## config.mk

```make
export PLATFORM = sky130hd
export DESIGN_NAME = scl_timing_gen
export DESIGN_NICKNAME = d
export VERILOG_FILES = /design/src/rtl/scl_timing_pkg.sv /design/src/rtl/scl_ratio_fold.sv /design/src/rtl/scl_cfg_regs.sv /design/src/rtl/scl_wave_gen.sv /design/src/rtl/scl_timing_gen.sv
export SDC_FILE = /design/constraint.sdc
export NUM_CORES = 1
export LEC_CHECK = 0
export ABC_AREA = 1
export ABC_CLOCK_PERIOD_IN_PS = 8900
export CORE_ASPECT_RATIO = 1.2
export CORE_MARGIN = 2
export CORE_UTILIZATION = 65
export CTS_BUF_LIST = sky130_fd_sc_hd__clkbuf_4 sky130_fd_sc_hd__clkbuf_8 sky130_fd_sc_hd__clkbuf_16
export DETAILED_ROUTE_END_ITERATION = 10
export DONT_BUFFER_PORTS = 1
export PLACE_DENSITY = 0.83
export SYNTH_ARGS = -nofsm -noshare
export SYNTH_HDL_FRONTEND = slang
export SYNTH_SLANG_ARGS = --single-unit
```

## constraint.sdc

```tcl
create_clock -name clk_i -period 8.9 [get_ports clk_i]
set_clock_uncertainty 0.15 [all_clocks]
set_input_delay 0 -clock clk_i [delete_from_list [all_inputs] [get_ports clk_i]]
set_output_delay 0 -clock clk_i [all_outputs]
set_load 0.03 [all_outputs]
```

## src/rtl/scl_timing_pkg.sv

```systemverilog
package scl_timing_pkg;
  localparam logic [31:0] CFG_BASE = 32'hFFF0_0300;
  localparam int unsigned HI_LSB   = 16;
  localparam int unsigned LO_LSB   = 12;
  localparam int unsigned EXP_LSB  = 0;
  localparam int unsigned FOLD_LIM = 16;

  typedef struct packed {
    logic [3:0] exp;
    logic [3:0] lo;
    logic [3:0] hi;
  } scl_timing_t;
endpackage

```

## src/rtl/scl_ratio_fold.sv

```systemverilog
module scl_ratio_fold
  import scl_timing_pkg::*;
#(
  parameter int unsigned RATIO_W = 16
) (
  input  logic [RATIO_W-1:0] ratio_i,
  output scl_timing_t        timing_o
);
  localparam int unsigned STAGES = RATIO_W - 4;

  logic [RATIO_W-1:0] r_s      [STAGES+1];
  logic               sticky_s [STAGES+1];
  logic [3:0]         exp_s    [STAGES+1];

  assign r_s[0]      = ratio_i;
  assign sticky_s[0] = 1'b0;
  assign exp_s[0]    = 4'd0;

  for (genvar g = 0; g < STAGES; g++) begin : g_stage
    logic big;
    assign big           = (r_s[g] >= RATIO_W'(FOLD_LIM));
    assign r_s[g+1]      = big ? (r_s[g] >> 1) : r_s[g];
    assign sticky_s[g+1] = sticky_s[g] | (big & r_s[g][0]);
    assign exp_s[g+1]    = big ? exp_s[g] + 4'd1 : exp_s[g];
  end

  // residue is below 16 after the last stage; round-up may reach 16
  logic [4:0] folded, lo_w, hi_w;
  assign folded = {1'b0, r_s[STAGES][3:0]} + {4'd0, sticky_s[STAGES]};
  assign lo_w   = (folded >> 1) - 5'd1;
  assign hi_w   = folded - lo_w - 5'd2;

  assign timing_o.exp = exp_s[STAGES];
  assign timing_o.lo  = lo_w[3:0];
  assign timing_o.hi  = hi_w[3:0];
endmodule

```

## src/rtl/scl_cfg_regs.sv

```systemverilog
module scl_cfg_regs
  import scl_timing_pkg::*;
#(
  parameter int unsigned RATIO_W = 16,
  parameter int unsigned PCLK_HZ = 24_000_000,
  parameter int unsigned HS_HZ   = 400_000
) (
  input  logic               clk_i,
  input  logic               rst_ni,
  input  logic               cfg_we_i,
  input  logic [RATIO_W-1:0] ratio_i,
  input  scl_timing_t        timing_i,
  output scl_timing_t        timing_o,
  output logic               hs_o
);
  // ratio*HS_HZ < PCLK_HZ  <=>  ratio < ceil(PCLK_HZ/HS_HZ)
  localparam longint unsigned HS_LIM = (longint'(PCLK_HZ) + HS_HZ - 1) / HS_HZ;

  logic valid, hs_d;
  assign valid = (ratio_i >= RATIO_W'(2));
  assign hs_d  = (64'(ratio_i) < HS_LIM);

  always_ff @(posedge clk_i or negedge rst_ni) begin
    if (!rst_ni) begin
      timing_o <= '0;
      hs_o     <= 1'b0;
    end else if (cfg_we_i && valid) begin
      timing_o <= timing_i;
      hs_o     <= hs_d;
    end
  end
endmodule

```

## src/rtl/scl_wave_gen.sv

```systemverilog
module scl_wave_gen
  import scl_timing_pkg::*;
#(
  parameter int unsigned PRESC_W = 12
) (
  input  logic        clk_i,
  input  logic        rst_ni,
  input  logic        run_i,
  input  scl_timing_t timing_i,
  output logic        scl_o,
  output logic        scl_oe_o,
  output logic        rise_o,
  output logic        fall_o
);
  typedef enum logic [1:0] {ST_IDLE, ST_LOW, ST_HIGH} wave_st_e;

  wave_st_e           st_q;
  scl_timing_t        act_q;
  logic [PRESC_W-1:0] presc_q;
  logic [3:0]         cnt_q;
  logic [PRESC_W:0]   presc_lim;
  logic               tick;

  assign presc_lim = ((PRESC_W+1)'(1) << act_q.exp) - (PRESC_W+1)'(1);
  assign tick      = (presc_q == presc_lim[PRESC_W-1:0]);

  always_ff @(posedge clk_i or negedge rst_ni) begin
    if (!rst_ni) begin
      st_q    <= ST_IDLE;
      act_q   <= '0;
      presc_q <= '0;
      cnt_q   <= '0;
      rise_o  <= 1'b0;
      fall_o  <= 1'b0;
    end else begin
      rise_o <= 1'b0;
      fall_o <= 1'b0;
      unique case (st_q)
        ST_IDLE: if (run_i) begin
          st_q    <= ST_LOW;
          act_q   <= timing_i;
          presc_q <= '0;
          cnt_q   <= '0;
          fall_o  <= 1'b1;
        end
        ST_LOW: begin
          if (!tick) presc_q <= presc_q + 1'b1;
          else begin
            presc_q <= '0;
            if (cnt_q == act_q.lo) begin
              st_q   <= ST_HIGH;
              cnt_q  <= '0;
              rise_o <= 1'b1;
            end else cnt_q <= cnt_q + 4'd1;
          end
        end
        ST_HIGH: begin
          if (!tick) presc_q <= presc_q + 1'b1;
          else begin
            presc_q <= '0;
            cnt_q   <= '0;
            if (cnt_q != act_q.hi) cnt_q <= cnt_q + 4'd1;
            else if (run_i) begin
              st_q   <= ST_LOW;
              act_q  <= timing_i;  // new timing only at low-phase start
              fall_o <= 1'b1;
            end else st_q <= ST_IDLE;
          end
        end
        default: st_q <= ST_IDLE;
      endcase
    end
  end

  assign scl_o    = (st_q != ST_LOW);
  assign scl_oe_o = (st_q != ST_IDLE);
endmodule

```

## src/rtl/scl_timing_gen.sv

```systemverilog
module scl_timing_gen
  import scl_timing_pkg::*;
#(
  parameter int unsigned RATIO_W = 16,
  parameter int unsigned PCLK_HZ = 24_000_000,
  parameter int unsigned HS_HZ   = 400_000
) (
  input  logic               clk_i,
  input  logic               rst_ni,
  input  logic               cfg_we_i,
  input  logic [RATIO_W-1:0] ratio_i,
  input  logic               run_i,
  output logic [31:0]        cfg_word_o,
  output logic               hs_mode_o,
  output logic [1:0]         tmo_ctl_o,
  output logic               scl_o,
  output logic               scl_oe_o,
  output logic               scl_rise_o,
  output logic               scl_fall_o
);
  localparam int unsigned PRESC_W = RATIO_W - 4;

  scl_timing_t fold_t, shadow_t;

  scl_ratio_fold #(.RATIO_W(RATIO_W)) u_fold (
    .ratio_i  (ratio_i),
    .timing_o (fold_t)
  );

  scl_cfg_regs #(.RATIO_W(RATIO_W), .PCLK_HZ(PCLK_HZ), .HS_HZ(HS_HZ)) u_regs (
    .clk_i    (clk_i),
    .rst_ni   (rst_ni),
    .cfg_we_i (cfg_we_i),
    .ratio_i  (ratio_i),
    .timing_i (fold_t),
    .timing_o (shadow_t),
    .hs_o     (hs_mode_o)
  );

  scl_wave_gen #(.PRESC_W(PRESC_W)) u_wave (
    .clk_i    (clk_i),
    .rst_ni   (rst_ni),
    .run_i    (run_i),
    .timing_i (shadow_t),
    .scl_o    (scl_o),
    .scl_oe_o (scl_oe_o),
    .rise_o   (scl_rise_o),
    .fall_o   (scl_fall_o)
  );

  assign cfg_word_o = CFG_BASE
                    | (32'(shadow_t.hi)  << HI_LSB)
                    | (32'(shadow_t.lo)  << LO_LSB)
                    | (32'(shadow_t.exp) << EXP_LSB);
  assign tmo_ctl_o  = hs_mode_o ? 2'd3 : 2'd0;
endmodule

```

Word level (Yosys, flattened, before mapping)
Cells that the tools add are included.

word-level totals
  bits in registers = 45
  output and inout port bits = 39
  logic and storage cells = 144

cells by class
  add/sub/neg operators = 18
  order comparisons = 14
  eq/ne operators = 11
  shift-type cells = 1
  muxes and demuxes = 52
  bitwise gates (word level) = 25
  reduce and logical (&&, ||, !) cells = 11

operator list
  kind                                                                     number
  16-bit by 5-bit >= comparator with 1-bit output (second input constant)  12
  16-bit two-way mux                                                       11
  4-bit two-way mux                                                        17
  12-bit two-way mux                                                       5
  4-bit by 1-bit adder with 4-bit output (second input constant)           12
  12-bit case mux with 2 select lines                                      2
  32-bit by 16-bit bitwise OR with 32-bit output                           1
  32-bit by 4-bit bitwise OR with 32-bit output                            1
  16-bit by 2-bit >= comparator with 1-bit output (second input constant)  1
  16-bit by 6-bit < comparator with 1-bit output (second input constant)   1
  12-bit by 1-bit adder with 12-bit output (second input constant)         1
  1-bit bitwise AND                                                        12
  12-bit == test                                                           1
  2-bit two-way mux                                                        6
  4-bit case mux with 3 select lines                                       1
  1-bit by 4-bit << shifter with 12-bit output (first input constant)      1
  12-bit by 2-bit subtractor with 12-bit output (second input constant)    1
  1-bit bitwise OR                                                         11
  1-bit two-way mux                                                        8
  2-bit by 1-bit != test with 1-bit output (second input constant)         4
  2-bit case mux with 3 select lines                                       1
  2-bit nonzero test                                                       3
  4-bit by 1-bit adder with 5-bit output                                   1
  5-bit AND reduction                                                      1
  other kinds (16)                                                         17

Depth between registers and ports, before layout
  depth after elaboration = 29
  gate-level depth with buffers = 39
  gate-level depth less buffers = 39

Hierarchy
A second synthesis with hierarchy kept.

second synthesis, totals
  cells, all modules = 774
  area, all modules = 4951.0 µm²

by module, submodules not included
  module          instances  cells an instance  area an instance (µm²)  seq. area each (µm²)
  scl_wave_gen    1          302                2178.3                  800.8
  scl_ratio_fold  1          369                1980.6                  0.0
  scl_cfg_regs    1          79                 619.3                   325.3
  scl_timing_gen  1          24                 172.7                   0.0

Worst setup path after synthesis
OpenSTA, ideal clock, no wires.

  path type = input to register
  from = in ratio_i[11]
  to = reg u_regs.timing_o[9] (netlist bit)
  setup time = 0.129 ns
  arrival time = 5.410 ns
  required time = 8.621 ns
  path slack = 3.211 ns
  stages on the path = 36
  cells stage by stage = inv_1 nand2_1 nor2_1 nand2_4 nor2_4 ha_1 inv_1 xor2_2 clkinv_1 ha_1 inv_1 o21ai_2 ha_1 nand2_1 nand2_1 ha_1 nor2_1 a31oi_2 ha_1 nand2_1 nand2_1 ha_1 nand2_1 nand2_1 ha_1 nor2_1 a31oi_2 ha_1 nand2_1 nand2_1 ha_1 nor2_1 a31oi_1 ha_1 o21ai_0 o22ai_1

on the way
  word-level cells in the longest chain between the ends = 24

RTL lines
  element                                                                                                           RTL line                                    RTL
  start: declaration                                                                                                scl_timing_gen.sv:11                        input logic [RATIO_W-1:0] ratio_i,
  16-bit by 5-bit >= comparator with 1-bit output                                                                   scl_ratio_fold.sv:21                        assign big = (r_s[g] >= RATIO_W'(FOLD_LIM));
  16-bit two-way mux / 1-bit two-way mux (equally long branches)                                                    scl_ratio_fold.sv:22, scl_ratio_fold.sv:24
  16-bit by 5-bit >= comparator with 1-bit output / 4-bit by 1-bit adder with 4-bit output (equally long branches)  scl_ratio_fold.sv:21, scl_ratio_fold.sv:24
  16-bit two-way mux / 4-bit two-way mux (equally long branches)                                                    scl_ratio_fold.sv:22, scl_ratio_fold.sv:24
  16-bit by 5-bit >= comparator with 1-bit output / 4-bit by 1-bit adder with 4-bit output (equally long branches)  scl_ratio_fold.sv:21, scl_ratio_fold.sv:24
  16-bit two-way mux / 4-bit two-way mux (equally long branches)                                                    scl_ratio_fold.sv:22, scl_ratio_fold.sv:24
  16-bit by 5-bit >= comparator with 1-bit output / 4-bit by 1-bit adder with 4-bit output (equally long branches)  scl_ratio_fold.sv:21, scl_ratio_fold.sv:24
  16-bit two-way mux / 4-bit two-way mux (equally long branches)                                                    scl_ratio_fold.sv:22, scl_ratio_fold.sv:24
  [... 8 more ...]                                                                                                  n/a
  16-bit by 5-bit >= comparator with 1-bit output / 4-bit by 1-bit adder with 4-bit output (equally long branches)  scl_ratio_fold.sv:21, scl_ratio_fold.sv:24
  16-bit two-way mux / 4-bit two-way mux (equally long branches)                                                    scl_ratio_fold.sv:22, scl_ratio_fold.sv:24
  16-bit by 5-bit >= comparator with 1-bit output / 4-bit by 1-bit adder with 4-bit output (equally long branches)  scl_ratio_fold.sv:21, scl_ratio_fold.sv:24
  16-bit two-way mux / 4-bit two-way mux (equally long branches)                                                    scl_ratio_fold.sv:22, scl_ratio_fold.sv:24
  16-bit by 5-bit >= comparator with 1-bit output / 4-bit by 1-bit adder with 4-bit output (equally long branches)  scl_ratio_fold.sv:21, scl_ratio_fold.sv:24
  16-bit two-way mux / 4-bit two-way mux (equally long branches)                                                    scl_ratio_fold.sv:22, scl_ratio_fold.sv:24
  16-bit by 5-bit >= comparator with 1-bit output / 4-bit by 1-bit adder with 4-bit output (equally long branches)  scl_ratio_fold.sv:21, scl_ratio_fold.sv:24
  4-bit two-way mux                                                                                                 scl_ratio_fold.sv:24                        assign exp_s[g+1] = big ? exp_s[g] + 4'd1 : exp_s[g];
  end signal: assignment                                                                                            scl_cfg_regs.sv:28                          timing_o <= timing_i;
  end: declaration                                                                                                  scl_cfg_regs.sv:13                          output scl_timing_t timing_o,

Several ways; a longest one is shown, not always the timed one.
A chain may end at the register's enable or synchronous reset.

Worst setup path in the final report
  from = in ratio_i[15]
  to = reg u_regs.timing_o[9] (netlist bit)

Same word-level chain as after synthesis.

==> summary.md <==
| Metric | Value |
|---|---|
| Final hold vios | `0` |
| Port-buffer cells | `0` |
| Final period util | `0.767` |
| Largest net degree at the start of global routing | `between 40 and 50` |
| Cell with the most instances after synthesis | `nand2_1` |
| Vias in the first global route | `roughly 4000` |
| Dpl cells | `around 710` |
| Measured slew at the worst slew-check pin | `819 ps` |
| Critical path class | `in2reg` |
| CP endpoint kind | `flop` |
| Layout cells sized above 1 | `0.0926` |
| Initial Utilization | `0.674` |
| Initial DRC Count | `175` |
| Post-CTS sizing | `0` |
| Area delta synth->final | `4.46%` |
| Worst skew pair latency | `310 ps` |
| Avg Cell Area, Syn | `roughly 7 sq um` |
| Static Leak | `~2.3 nW` |
| Sequential fraction of the synthesis area | `0.257` |
| Critical path arrival | `a little under 7000 ps` |
| Initial antenna violation count | `0` |
| Core Rows | `32` |
| Relative max-transition margin | `0.454` |
| DRC viols | `0` |
| NumNets Final | `slightly below 700` |
| Worst setup SP type | `primary input` |
| CP max FO | `13` |
| Area of the core | `0.00649 sq mm` |
| Router iterations before antenna repair | `4` |
| Top-area cell type share of the netlist area | `0.257` |
| Endpoints failing setup | `0` |
| Drt via density | `~5.6` |
| Clock sinks | `45` |
| Htree depth | `2` |
| Post-Route WL | `9.63 mm` |
| Deepest clock path buffer count | `2` |
| WL met2 | `approximately 5.0 mm` |
| Total CTS buffers | `5` |
| Placer congestion estimate | `around 0.9` |
| Most area-hungry cell type in the Yosys netlist | `dfrtp_1` |
| Fin crit period | `6830 ps` |
| Ys flop type | `dfrtp_1` |
| Wire length per cell | `about 13 um` |
| Synthesis-stage register bit count | `between 40 and 50` |
| Pwr dens | `approximately 110 mW/mm^2` |
| Final Total Pwr | `roughly 0.51 mW` |
| Cell Area, Synth | `0.00437 sq mm` |
| I/O pins | `59` |
| Final Util | `0.704` |
| Fin. max-slew vios | `0` |
| Slowest-stage cell, CP | `dlygate4sd3_1` |
| # diodes | `0` |
| CTS tree | `yes` |
| Max Freq | `146 MHz` |
| Post-synth EDFFs | `0` |
| Post-placement cell area | `0.00435 sq mm` |
| Antenna violation net count after detailed routing | `0` |
| Commonest cells post-synth | `158 x nand2_1, 87 x inv_1, 61 x nand3_1` |
| RSZ-0062 raised after global routing | `no` |
| Status | `completed` |
| Synth Instances | `640` |
| Most Frequent Cell on Critical Path | `ha_1` |
| Largest cells by area after synthesis | `dfrtp_1 26%, nand2_1 14%, inv_1 7.5%` |
| Data required time of the worst path | `between 8000 and 9000 ps` |
| Tot GR Track Use | `0.273` |
| Final Non-Filler Cells | `approximately 730` |
| First-pass GRT wire length | `approximately 17 mm` |
| Clock Tree Root | `clkbuf_8` |
| Total grt overflow | `0` |
| Post-synth ARST share | `1.00` |
| Die W | `slightly below 80 um` |
| Die area | `roughly 0.0074 sq mm` |
| DP HPWL | `around 7.6 mm` |
| Reg clk slew, reported paths | `~90 ps` |
| Die Ht | `93.9 um` |
| Peak per-stage delay on the critical path | `approximately 660 ps` |
| WL met3 | `between 300 and 400 um` |
| Highest metal used | `met4` |
| Wl on met1 | `~4 mm` |
| Worst vdd ir | `roughly 0.07 mV` |
| Distinct cell type count after synthesis | `53` |
| Total number of vias | `4069` |
| Final Cell Area | `~0.0046 sq mm` |
| Hold Crit Class | `in2async` |
| Ys Warns | `0` |
| Setup TNS | `0 ps` |
| Max-cap violations | `0` |
-- per-layer routing --
| metal | vias up | track usage |
|---|---|---|
| met4 | 0 | 0.108 |
| met3 | 19 | 0.0308 |
| met2 | 94 | 0.510 |
| li1 | 2049 | - |
| met5 | - | 0 |
| met1 | 1907 | 0.316 |
-- repair_timing --
item,in CTS,in global routing
endpoints found under the hold margin,61,0
setup endpoints to repair,0,0
hold buffers,11,0
buffers inserted,0,0
-- final timing paths --
| path | slack (ps) | cells past startpoint | end | from |
|---|---|---|---|---|
| setup reg to reg | 5650 | 13 | u_wave.act_q[3] | u_wave.act_q[11] |
| hold reg to reg | 360 | 2 | u_wave.act_q[7] | u_wave.act_q[7] |
| setup / recovery | 2070 | 37 | u_regs.timing_o[9] | ratio_i[15] |
| hold / removal | 20 | 2 | u_wave.presc_q[4] | rst_ni |
| min in group clk_i | 50 | 5 | u_regs.timing_o[6] | ratio_i[15] |
| max in group asynchronous | 8360 | 2 | u_wave.presc_q[2] | rst_ni |
-- critical path, delay by kind of cell --
family / cells / cell delay, ps
xor gates and xnor gates: 1 / 180
AOI/OAI and AO/OA: 5 / 700
and+or+nand+nor: 16 / 1890
adders and majority gates: 9 / 2540
buffers and inverters: 6 / 1570
-- state kept, by name, summed over array words and instances, names as in the netlist --
signal and cells:
u_wave.rise_o 1, u_wave.st_q 2, u_wave.cnt_q 4, u_wave.act_q 12
u_wave.presc_q 12, u_regs.hs_o 1, u_regs.timing_o 12, u_wave.fall_o 1
-- logic make-up after synthesis --
logic type / after synthesis / share of synthesized area
AND/OR/NAND/NOR: 322 / 0.343
buffers and inverters: 128 / 0.133
AO/OA/AOI/OAI: 80 / 0.108
flip-flops: 45 / 0.257
XOR/XNOR: 33 / 0.0712
adder cells (fa/ha/maj): 23 / 0.0675
multiplexers: 7 / 0.0177
other: 2 / 0.00172
-- stage by stage --
step	hold slack [ps]	setup slack, ps
finish	21.5	2070
global route	40.9	1480
CTS	28.6	2100
detailed placement	-445	2550
global placement	-444	2800
floorplan	-446	3210
-- final cells by class --
class | count | area (sq um)
multi-input cells | 485 | 2730
repair buffers | 12 | 128
clock buffers | 5 | 68.8
well taps | 85 | 106
flip-flops and latches | 45 | 1130
inverters | 98 | 379
fillers | 580 | 1920
clock inverters | 3 | 28.8
-- cell usage in the layout, fill, tap and decap left out, types with 20 or more instances in the layout --
master   count
nor2_1      49
dfrtp_1     45
xor2_1      23
o21ai_0     28
a21oi_1     20
ha_1        22
nand2_1    158
nand3_1     61
inv_1       87
conb_1      20
-- where the power goes --
group          internal (mW)  switching (mW)  leakage (nW)  total, mW
combinational         0.0369          0.0750          1.66      0.112
clock                 0.0592          0.0786        0.0511      0.138
sequential             0.217          0.0399         0.590      0.257
total                  0.313           0.194          2.30      0.506
No activity file was read; power rests on OpenSTA's default activity.
